`src/rtl/dispatch_pkg.sv`:
```
package dispatch_pkg;
  localparam int unsigned DEF_NPROC = 8;
  localparam int unsigned DEF_ID_W  = 16;

  function automatic int unsigned bit_count(input logic [63:0] v);
    int unsigned c;
    c = 0;
    for (int i = 0; i < 64; i++) c += int'(v[i]);
    return c;
  endfunction
endpackage

```
`src/rtl/dispatch_rank.sv`:
```
module dispatch_rank #(
  parameter  int unsigned NPROC = dispatch_pkg::DEF_NPROC,
  localparam int unsigned CW    = $clog2(NPROC + 1)
) (
  input  logic [NPROC-1:0]         req_i,
  output logic [NPROC-1:0][CW-1:0] rank_o,
  output logic [CW-1:0]            count_o
);
  // rank of a requester = number of requesters with lower index
  assign rank_o[0] = '0;
  for (genvar g = 1; g < NPROC; g++) begin : g_rank
    assign rank_o[g] = rank_o[g-1] + CW'(req_i[g-1]);
  end
  assign count_o = rank_o[NPROC-1] + CW'(req_i[NPROC-1]);


  always_comb begin
    rank_total_chk: assert (int'(count_o) == int'(dispatch_pkg::bit_count(64'(req_i))));
  end
endmodule

```
`src/rtl/dispatch_cursor.sv`:
```
module dispatch_cursor #(
  parameter  int unsigned ID_W = dispatch_pkg::DEF_ID_W,
  parameter  int unsigned CW   = 4,
  localparam int unsigned XW   = ID_W + 1
) (
  input  logic            clk_i,
  input  logic            rst_ni,
  input  logic            load_i,
  input  logic [ID_W-1:0] lo_i,
  input  logic [ID_W-1:0] hi_i,
  input  logic            adv_i,
  input  logic [CW-1:0]   take_i,
  output logic [XW-1:0]   next_o,
  output logic [ID_W-1:0] hi_o
);
  logic [XW-1:0]   next_q;
  logic [ID_W-1:0] hi_q;

  always_ff @(posedge clk_i or negedge rst_ni) begin
    if (!rst_ni) begin
      next_q <= '0;
      hi_q   <= '0;
    end else if (load_i) begin
      next_q <= {1'b0, lo_i};
      hi_q   <= hi_i;
    end else if (adv_i) begin
      next_q <= next_q + XW'(take_i);
    end
  end

  assign next_o = next_q;
  assign hi_o   = hi_q;


  cursor_mono_chk: assert property (@(posedge clk_i) disable iff (!rst_ni)
    adv_i && !load_i |=> next_q >= $past(next_q));
endmodule

```
`src/rtl/dispatch_join.sv`:
```
module dispatch_join #(
  parameter  int unsigned NPROC = dispatch_pkg::DEF_NPROC,
  parameter  int unsigned ID_W  = dispatch_pkg::DEF_ID_W,
  parameter  int unsigned CW    = $clog2(NPROC + 1),
  localparam int unsigned XW    = ID_W + 1
) (
  input  logic             clk_i,
  input  logic             rst_ni,
  input  logic             accept_i,
  input  logic [ID_W-1:0]  lo_i,
  input  logic [ID_W-1:0]  hi_i,
  input  logic [CW-1:0]    take_i,
  input  logic [NPROC-1:0] done_i,
  output logic             busy_o,
  output logic             join_o
);
  logic          busy_q;
  logic [CW-1:0] out_q;
  logic [XW-1:0] done_q, total_q;
  logic [CW-1:0] ndone;

  always_comb begin
    ndone = '0;
    for (int i = 0; i < NPROC; i++) ndone = ndone + CW'(done_i[i]);
  end

  assign join_o = busy_q && (done_q == total_q) && (out_q == '0);
  assign busy_o = busy_q;

  always_ff @(posedge clk_i or negedge rst_ni) begin
    if (!rst_ni) begin
      busy_q  <= 1'b0;
      out_q   <= '0;
      done_q  <= '0;
      total_q <= '0;
    end else if (accept_i) begin
      busy_q  <= 1'b1;
      out_q   <= '0;
      done_q  <= '0;
      total_q <= (hi_i >= lo_i) ? ({1'b0, hi_i} - {1'b0, lo_i} + XW'(1)) : '0;
    end else if (join_o) begin
      busy_q <= 1'b0;
    end else if (busy_q) begin
      out_q  <= out_q + take_i - ndone;
      done_q <= done_q + XW'(ndone);
    end
  end


  join_pulse_chk: assert property (@(posedge clk_i) disable iff (!rst_ni)
    join_o |=> !join_o);

  no_underflow_chk: assert property (@(posedge clk_i) disable iff (!rst_ni)
    busy_q |-> ndone <= out_q);

  busy_rise_chk: assert property (@(posedge clk_i) disable iff (!rst_ni)
    $rose(busy_q) |-> $past(accept_i));

  busy_hold_chk: assert property (@(posedge clk_i) disable iff (!rst_ni)
    busy_q && !join_o |=> busy_q);
endmodule

```
`src/rtl/thread_dispatch.sv`:
```
module thread_dispatch #(
  parameter  int unsigned NPROC = dispatch_pkg::DEF_NPROC,
  parameter  int unsigned ID_W  = dispatch_pkg::DEF_ID_W,
  localparam int unsigned CW    = $clog2(NPROC + 1),
  localparam int unsigned XW    = ID_W + 1
) (
  input  logic                 clk_i,
  input  logic                 rst_ni,
  input  logic                 spawn_valid_i,
  input  logic [ID_W-1:0]      spawn_lo_i,
  input  logic [ID_W-1:0]      spawn_hi_i,
  output logic                 spawn_accept_o,
  output logic                 spawn_reject_o,
  input  logic [NPROC-1:0]     req_i,
  output logic [NPROC-1:0]     grant_o,
  output logic [NPROC-1:0]     empty_o,
  output logic [NPROC*ID_W-1:0] tid_o,
  input  logic [NPROC-1:0]     done_i,
  output logic                 busy_o,
  output logic                 join_o
);
  logic [NPROC-1:0][CW-1:0] rank;
  logic [CW-1:0]            req_cnt, take;
  logic [XW-1:0]            next, avail;
  logic [ID_W-1:0]          hi;
  logic                     busy;

  assign spawn_accept_o = spawn_valid_i && !busy;
  assign spawn_reject_o = spawn_valid_i && busy;

  dispatch_rank #(.NPROC(NPROC)) u_rank (
    .req_i   (req_i),
    .rank_o  (rank),
    .count_o (req_cnt)
  );

  dispatch_cursor #(.ID_W(ID_W), .CW(CW)) u_cursor (
    .clk_i  (clk_i),
    .rst_ni (rst_ni),
    .load_i (spawn_accept_o),
    .lo_i   (spawn_lo_i),
    .hi_i   (spawn_hi_i),
    .adv_i  (busy),
    .take_i (take),
    .next_o (next),
    .hi_o   (hi)
  );

  dispatch_join #(.NPROC(NPROC), .ID_W(ID_W), .CW(CW)) u_join (
    .clk_i    (clk_i),
    .rst_ni   (rst_ni),
    .accept_i (spawn_accept_o),
    .lo_i     (spawn_lo_i),
    .hi_i     (spawn_hi_i),
    .take_i   (take),
    .done_i   (done_i),
    .busy_o   (busy),
    .join_o   (join_o)
  );

  assign busy_o = busy;

  // ids left in the range; zero once next passes hi (or for hi < lo)
  always_comb begin
    avail = '0;
    if (busy && (next <= {1'b0, hi})) avail = {1'b0, hi} - next + XW'(1);
  end

  assign take = (XW'(req_cnt) < avail) ? req_cnt : CW'(avail);

  for (genvar g = 0; g < NPROC; g++) begin : g_port
    logic [XW-1:0] sum;
    assign sum        = next + XW'(rank[g]);
    assign grant_o[g] = req_i[g] && (XW'(rank[g]) < avail);
    assign empty_o[g] = req_i[g] && !grant_o[g];
    assign tid_o[g*ID_W +: ID_W] = sum[ID_W-1:0];


    idle_empty_chk: assert property (@(posedge clk_i) disable iff (!rst_ni)
      !busy_o && req_i[g] |-> empty_o[g]);
  end


  reject_keep_chk: assert property (@(posedge clk_i) disable iff (!rst_ni)
    spawn_reject_o && !join_o |=> busy_o);
endmodule

```
`config.mk`:
```
export PLATFORM = sky130hd
export DESIGN_NAME = thread_dispatch
export DESIGN_NICKNAME = d
export VERILOG_FILES = /design/src/rtl/dispatch_pkg.sv /design/src/rtl/dispatch_rank.sv /design/src/rtl/dispatch_cursor.sv /design/src/rtl/dispatch_join.sv /design/src/rtl/thread_dispatch.sv
export SDC_FILE = /design/constraint.sdc
export NUM_CORES = 1
export LEC_CHECK = 0
export BUFFER_PORTS_ARGS = -buffer_cell sky130_fd_sc_hd__buf_4
export CORE_ASPECT_RATIO = 1.75
export CORE_MARGIN = 3
export CORE_UTILIZATION = 50
export DETAILED_ROUTE_END_ITERATION = 7
export HOLD_SLACK_MARGIN = 0.03
export PLACE_DENSITY = 0.77
export SETUP_SLACK_MARGIN = 0.1
export SYNTH_ARGS = -nofsm -noshare
export SYNTH_HDL_FRONTEND = slang
export SYNTH_SLANG_ARGS = --single-unit
```
`constraint.sdc`:
```
create_clock -name clk_i -period 5.9 [get_ports clk_i]
set_clock_uncertainty 0.05 [all_clocks]
set_input_delay 0.885 -clock clk_i [delete_from_list [all_inputs] [get_ports clk_i]]
set_output_delay 0.885 -clock clk_i [all_outputs]
set_load 0.01 [all_outputs]
```
## Yosys cells after proc, flatten, opt, wreduce, memory -nomap -nowiden

Index checks and enable logic that the tools add are counted.

- Muxes and demuxes: 13
- Order comparisons: 11
- $add $sub $neg: 29
- Bitwise logic cells: 0
- Shifts and indexed selects: 0
- Multipliers: 0
- Div/mod/pow operators: 0
- Reduce and logical (&&, ||, !) cells: 34
- Eq/ne operators: 2

Operators by type and width:

| operator | count |
|---|---|
| $lt A4 B17 Y1 | 7 |
| $mux W17 | 7 |
| $add A16 B4 Y16 | 6 |
| $add A4 B1 Y4 | 12 |
| $add A17 B1 Y17 const B | 2 |
| $add A17 B4 Y17 | 2 |
| $logic_and A1 B1 Y1 | 21 |
| $eq A17 B17 Y1 | 1 |
| $le A17 B16 Y1 | 1 |
| $lt A1 B17 Y1 | 1 |
| $lt A1 B17 Y1 const A | 1 |
| $sub A16 B16 Y17 | 1 |
| $sub A16 B17 Y17 | 1 |
| $add A16 B1 Y16 | 1 |
| $ge A16 B16 Y1 | 1 |
| $mux W4 | 4 |
| $logic_not A1 Y1 | 9 |
| $add A1 B1 Y2 | 2 |
| $add A4 B4 Y4 | 1 |
| $logic_not A4 Y1 | 1 |
| $reduce_bool A2 Y1 | 2 |
| $sub A4 B4 Y4 | 1 |
| $mux W1 | 2 |
| $ne A2 B2 Y1 const B | 1 |
| $reduce_and A2 Y1 | 1 |

- Word-level logic and storage cells: 95
- Input bits: 51
- Register bits after elaboration: 72
- Output and inout bits: 148
- Latch bits: 0
- RAM bits: 0
- Memory bits (read-only): 0
- Memories: 0

## Logic depth before layout (Yosys ltp)

- Word-level depth: 14
- Gate-level depth with buffers: 29
- Gate-level depth less buffers: 28

## By module

A second synthesis with hierarchy kept.

- Cell total of the unflattened synthesis: 1287
- Area, all modules: 10760.3 um2

Modules (own cells, without submodules):

| module | cells an instance | instances | area an instance (um2) | sequential area each (um2) |
|---|---|---|---|---|
| thread_dispatch | 654 | 1 | 4792.1 | 0.0 |
| dispatch_join | 422 | 1 | 3812.4 | 975.9 |
| dispatch_cursor | 154 | 1 | 1650.3 | 825.8 |
| dispatch_rank | 57 | 1 | 505.5 | 0.0 |

## Least setup slack after synthesis

Ideal clock, no wire load.

- Kind: input-to-reg
- From: input req_i[0]
- To: register u_join.out_q[3]
- Setup slack: -1.293 ns
- Required time: 5.728 ns
- Arrival: 7.022 ns
- Stages: 26
- Path buffers: 1
- Cell sequence: fa_1 ha_1 fa_1 ha_1 ha_1 ha_1 xnor2_1 inv_1 and3_1 xnor2_1 ha_1 o211a_1 a221oi_1 or2_2 clkbuf_1 nor2_1 a21oi_1 fa_1 inv_1 ha_1 a21o_1 a21oi_1 xor2_1 inv_1 or3_1 a32o_1

- Cells in the longest elaborated chain, start to end: 14

RTL lines:

| element | line | text |
|---|---|---|
| start, declared | thread_dispatch.sv:14 | `input logic [NPROC-1:0] req_i,` |
| $add A1 B1 Y2 * | dispatch_rank.sv:12 | `assign rank_o[g] = rank_o[g-1] + CW'(req_i[g-1]);` |
| $add A4 B1 Y4 * (5 in a row) | dispatch_rank.sv:12 |  |
| $add A4 B1 Y4 * | dispatch_rank.sv:14 | `assign count_o = rank_o[NPROC-1] + CW'(req_i[NPROC-1]);` |
| $lt A4 B17 Y1 | thread_dispatch.sv:69 | `assign take = (XW'(req_cnt) < avail) ? req_cnt : CW'(avail);` |
| $mux W4 * | thread_dispatch.sv:69 |  |
| $add A4 B4 Y4 * | dispatch_join.sv:44 | `out_q <= out_q + take_i - ndone;` |
| $sub A4 B4 Y4 * | dispatch_join.sv:44 |  |
| $mux W4 * | dispatch_join.sv:43 | `end else if (busy_q) begin` |
| $mux W4 * | dispatch_join.sv:41 | `end else if (join_o) begin` |
| $mux W4 * | dispatch_join.sv:36 | `end else if (accept_i) begin` |
| end signal, assigned | dispatch_join.sv:44 |  |
| end, declared | dispatch_join.sv:18 | `logic [CW-1:0] out_q;` |

Every way passes the cells marked *; elsewhere a longest branch is shown, timed or not. The select of a mux whose other input is x is not followed.
A chain may end at the register's enable or synchronous reset.

## Worst setup path in the final report

Same ends and word-level chain as after synthesis.

==> metrics <==
core box area=0.0187 mm²; Syn Inst Count=1,159; clk_lat worst skew=0.34 ns; drt drc=0; DRT met1 WL=11,500 µm; Hold-fix buffers, CTS=0; number of CTS-inserted buffers=9; DR pass1 iterations=6; met2 routed WL=17,500 µm; setup TNS=-1.58 ns; RSZ-0062 raised after global routing=true; Placer Congestion=0.954; period utilization=1.05; vias in the first global route=10,030; crit end category=flop; routed wire length=34,100 µm; FF-to-FF End=u_join.out_q[3]; antenna viol nets, final=0; nets@finish=1,658; first-pass GRT wire length=52,000 µm; synth unique cells=68; CTS tree=done; initial antenna violation count=0; Worst Hold Class=flop to flop; Clock transition at path regs=0.06 ns; pin count of the biggest net entering global routing=73; pwr/cell area=658 mW/mm²; Root Buffer=clkbuf_16; worst-path maximum fanout=7; status=complete, but fails checks; diode count=0; routed len/inst=20.3 µm; failing checks=setup timing; Final Instance Area=0.0128 mm²; Async SR Flop Fraction=1.00; max frequency=0.161 GHz; mux cell area share after synthesis=0.00420; die width=110 µm; Top FF cell, synth=dfrtp_1; CTS H-tree lvls=3; GR Overflow Total=0; IO Pins=199; gr usage total=0.323; via/cell ratio=5.80; Worst Hold Path Cells=1; leak pwr=6.16 nW; R2R Setup Slk=0.09 ns; Max Buffers Root-to-Sink=2; First DRT Iteration DRCs=697; Tightest Pin Transition=1.15 ns; Peak VDD IR=0.352 mV; Via Count=9,713; # clock sinks=72; number of synthesized register bits=72; layout cells sized above 1=0.292; largest family of logic cells by synthesized area=adder cells; Max-Cap Viols=0; Die Y=189 µm; endpoints failing setup=13; Final Util=0.684; IO Port Bufs=198; Fillers=1,520; critical path launch point type=input port; Post-Synth XOR/XNOR Area=0.145; worst reg-to-reg path cell count=21; Final min period=6.22 ns; DR top layer=met4; Critical Path AT=6.40 ns; total count of hold-check failures in the final report=0; Post-Synth Adder-Cell Area=0.249; simple-gate share of the synthesized area=0.166; Post-Syn Area=0.00953 mm²; post-DP HPWL=27,400 µm; Area growth syn-to-layout=33.9%; number of synthesized flops with an enable pin=0; die area=0.0208 mm²; syn nets=1,384; WL met3=2130 µm; WP data required=6.08 ns; Initial Util=0.511; DP Worst Slack=-0.723 ns; Rows=66; Mean Syn Cell Area=8.23 µm²; area fraction in compound gates after synthesis=0.174; Max Transition Viols Final=0; final worst slack=-0.319 ns; Seq/Total Area, Yosys=0.189; normalized max-slew margin=0.233; hold endpoint=u_join.total_q[0]; reg-to-reg critical path startpoint=u_cursor.next_o[6]; Ys Warns=0; HP Start=u_join.total_q[0]; critical path type=input port to flop; placed inst area=0.0120 mm²
==> how the worst max path moves through the flow <==
| stage | start | endpoint | slack, ns | depth (start not counted) |
|---|---|---|---|---|
| 2_1_floorplan | req_i[2] | u_join.out_q[3] | -0.63 | 26 |
| 3_3_place_gp | req_i[2] | u_join.out_q[3] | -0.60 | 26 |
| 4_1_cts | req_i[0] | u_join.out_q[3] | -0.28 | 25 |
| 5_1_grt | req_i[0] | u_join.out_q[3] | -0.54 | 25 |
| 3_5_place_dp | req_i[2] | u_join.out_q[3] | -0.72 | 25 |
| 6_report | req_i[0] | u_join.out_q[3] | -0.32 | 26 |
==> cells in the mapped netlist (5+ instances only) <==
cell | number | area [µm²]
ha_1 | 148 | 1850
xnor2_1 | 126 | 1100
inv_1 | 108 | 405
nand2_1 | 90 | 338
nor2_1 | 82 | 308
dfrtp_1 | 72 | 1800
o21ai_0 | 70 | 350
a21oi_1 | 65 | 325
xor2_1 | 32 | 280
nand3_1 | 31 | 155
clkbuf_1 | 29 | 109
nor3_1 | 29 | 145
fa_1 | 26 | 521
a21o_1 | 21 | 158
nor2b_1 | 19 | 119
a22o_1 | 16 | 140
buf_4 | 16 | 120
nand2b_1 | 14 | 87.6
nand4_1 | 12 | 75.1
or3_1 | 12 | 75.1
a211oi_1 | 10 | 75.1
and2_1 | 8 | 50.1
and3_1 | 8 | 50.1
o21a_1 | 8 | 60.1
o21bai_1 | 7 | 52.6
or2_2 | 7 | 43.8
a31oi_1 | 6 | 37.5
nor4_1 | 6 | 37.5
inv_2 | 5 | 18.8
==> per-stage QoR <==
step | hold slack, ns | cells | total power [mW]
finish | 0.477 | 1676 | 8.40
global route | 0.494 | 1676 | 9.02
CTS | 0.479 | 1671 | 8.06
detailed placement | 0.457 | 1639 | 7.19
global placement | 0.443 | 1639 | 7.07
floorplan | 0.404 | 1159 | 4.74
==> per-layer routing <==
layer | vias to the layer above | GRT usage
li1 | 4515 | -
met1 | 4603 | 0.349
met2 | 448 | 0.564
met3 | 147 | 0.0346
met4 | 0 | 0.241
met5 | - | 0
==> power breakdown <==
part           internal [mW]  switching, mW  leakage, nW  total (mW)
sequential             0.652          0.110        0.880       0.762
combinational           3.31           3.74         5.12        7.05
clock                  0.379          0.216        0.158       0.595
total                   4.34           4.07         6.16        8.40
==> layout make-up <==
| type | count | area, µm² | share of cell area |
|---|---|---|---|
| multi-input combinational | 919 | 7530 | 0.589 |
| clock buffer | 10 | 239 | 0.0187 |
| timing repair buffer | 314 | 2380 | 0.186 |
| sequential | 72 | 1800 | 0.141 |
| clock inverter | 6 | 82.6 | 0.00647 |
| inverter | 117 | 442 | 0.0346 |
| tap | 238 | 298 | 0.0233 |
==> worst max-delay path, stage by stage <==
cell and delay (ns):
buf_6 0.10, fa_1 0.58, ha_2 0.21, fa_2 0.48, ha_4 0.30, ha_4 0.20
ha_4 0.16, xnor2_2 0.21, inv_2 0.07, and3_4 0.19, xnor2_4 0.18, ha_4 0.23
o211a_1 0.12, a221oi_2 0.24, or2_4 0.23, nor2_4 0.04, a21oi_2 0.17, fa_1 0.46
inv_2 0.09, ha_4 0.19, a21o_1 0.18, a21oi_2 0.12, xor2_1 0.14, inv_1 0.06
or3_1 0.31, a32o_1 0.25
==> flip-flops by register name (all words and copies together) (netlist names) <==
| register | count |
|---|---|
| u_join.done_q | 17 |
| u_join.out_q | 4 |
| u_join.total_q | 17 |
| u_cursor.hi_o | 16 |
| u_cursor.next_o | 17 |
| u_join.busy_o | 1 |
==> logic make-up after synthesis <==
kind of cell,Yosys count
flip-flops,72
multiplexers,4
buffers and inverters,168
AND/OR/NAND/NOR,330
adder cells (fa/ha/maj),174
XOR/XNOR,158
AO/OA/AOI/OAI,253
==> repair_timing <==
action	4_1_cts	5_1_grt
setup endpoints to repair	17	29
gates cloned	0	0
pin swaps	36	19
setup buffers	17	6
resized for setup	33	25
==> cells in the final DEF, fill, tap and decap left out, types with 9 or more instances in the layout <==
master	n
a21o_1	21
o21ai_0	60
or3_1	12
inv_1	104
nand2b_1	14
nor2_1	77
a21oi_2	10
nor2b_1	19
fa_1	23
a22o_1	16
ha_4	11
dfrtp_1	72
xor2_1	29
nand2_1	84
xnor2_1	119
nand3_1	28
nand4_1	12
clkbuf_16	9
nor3_1	26
buf_4	308
ha_1	136
a21oi_1	54
Note: power is estimated with default switching activity, not from simulation.
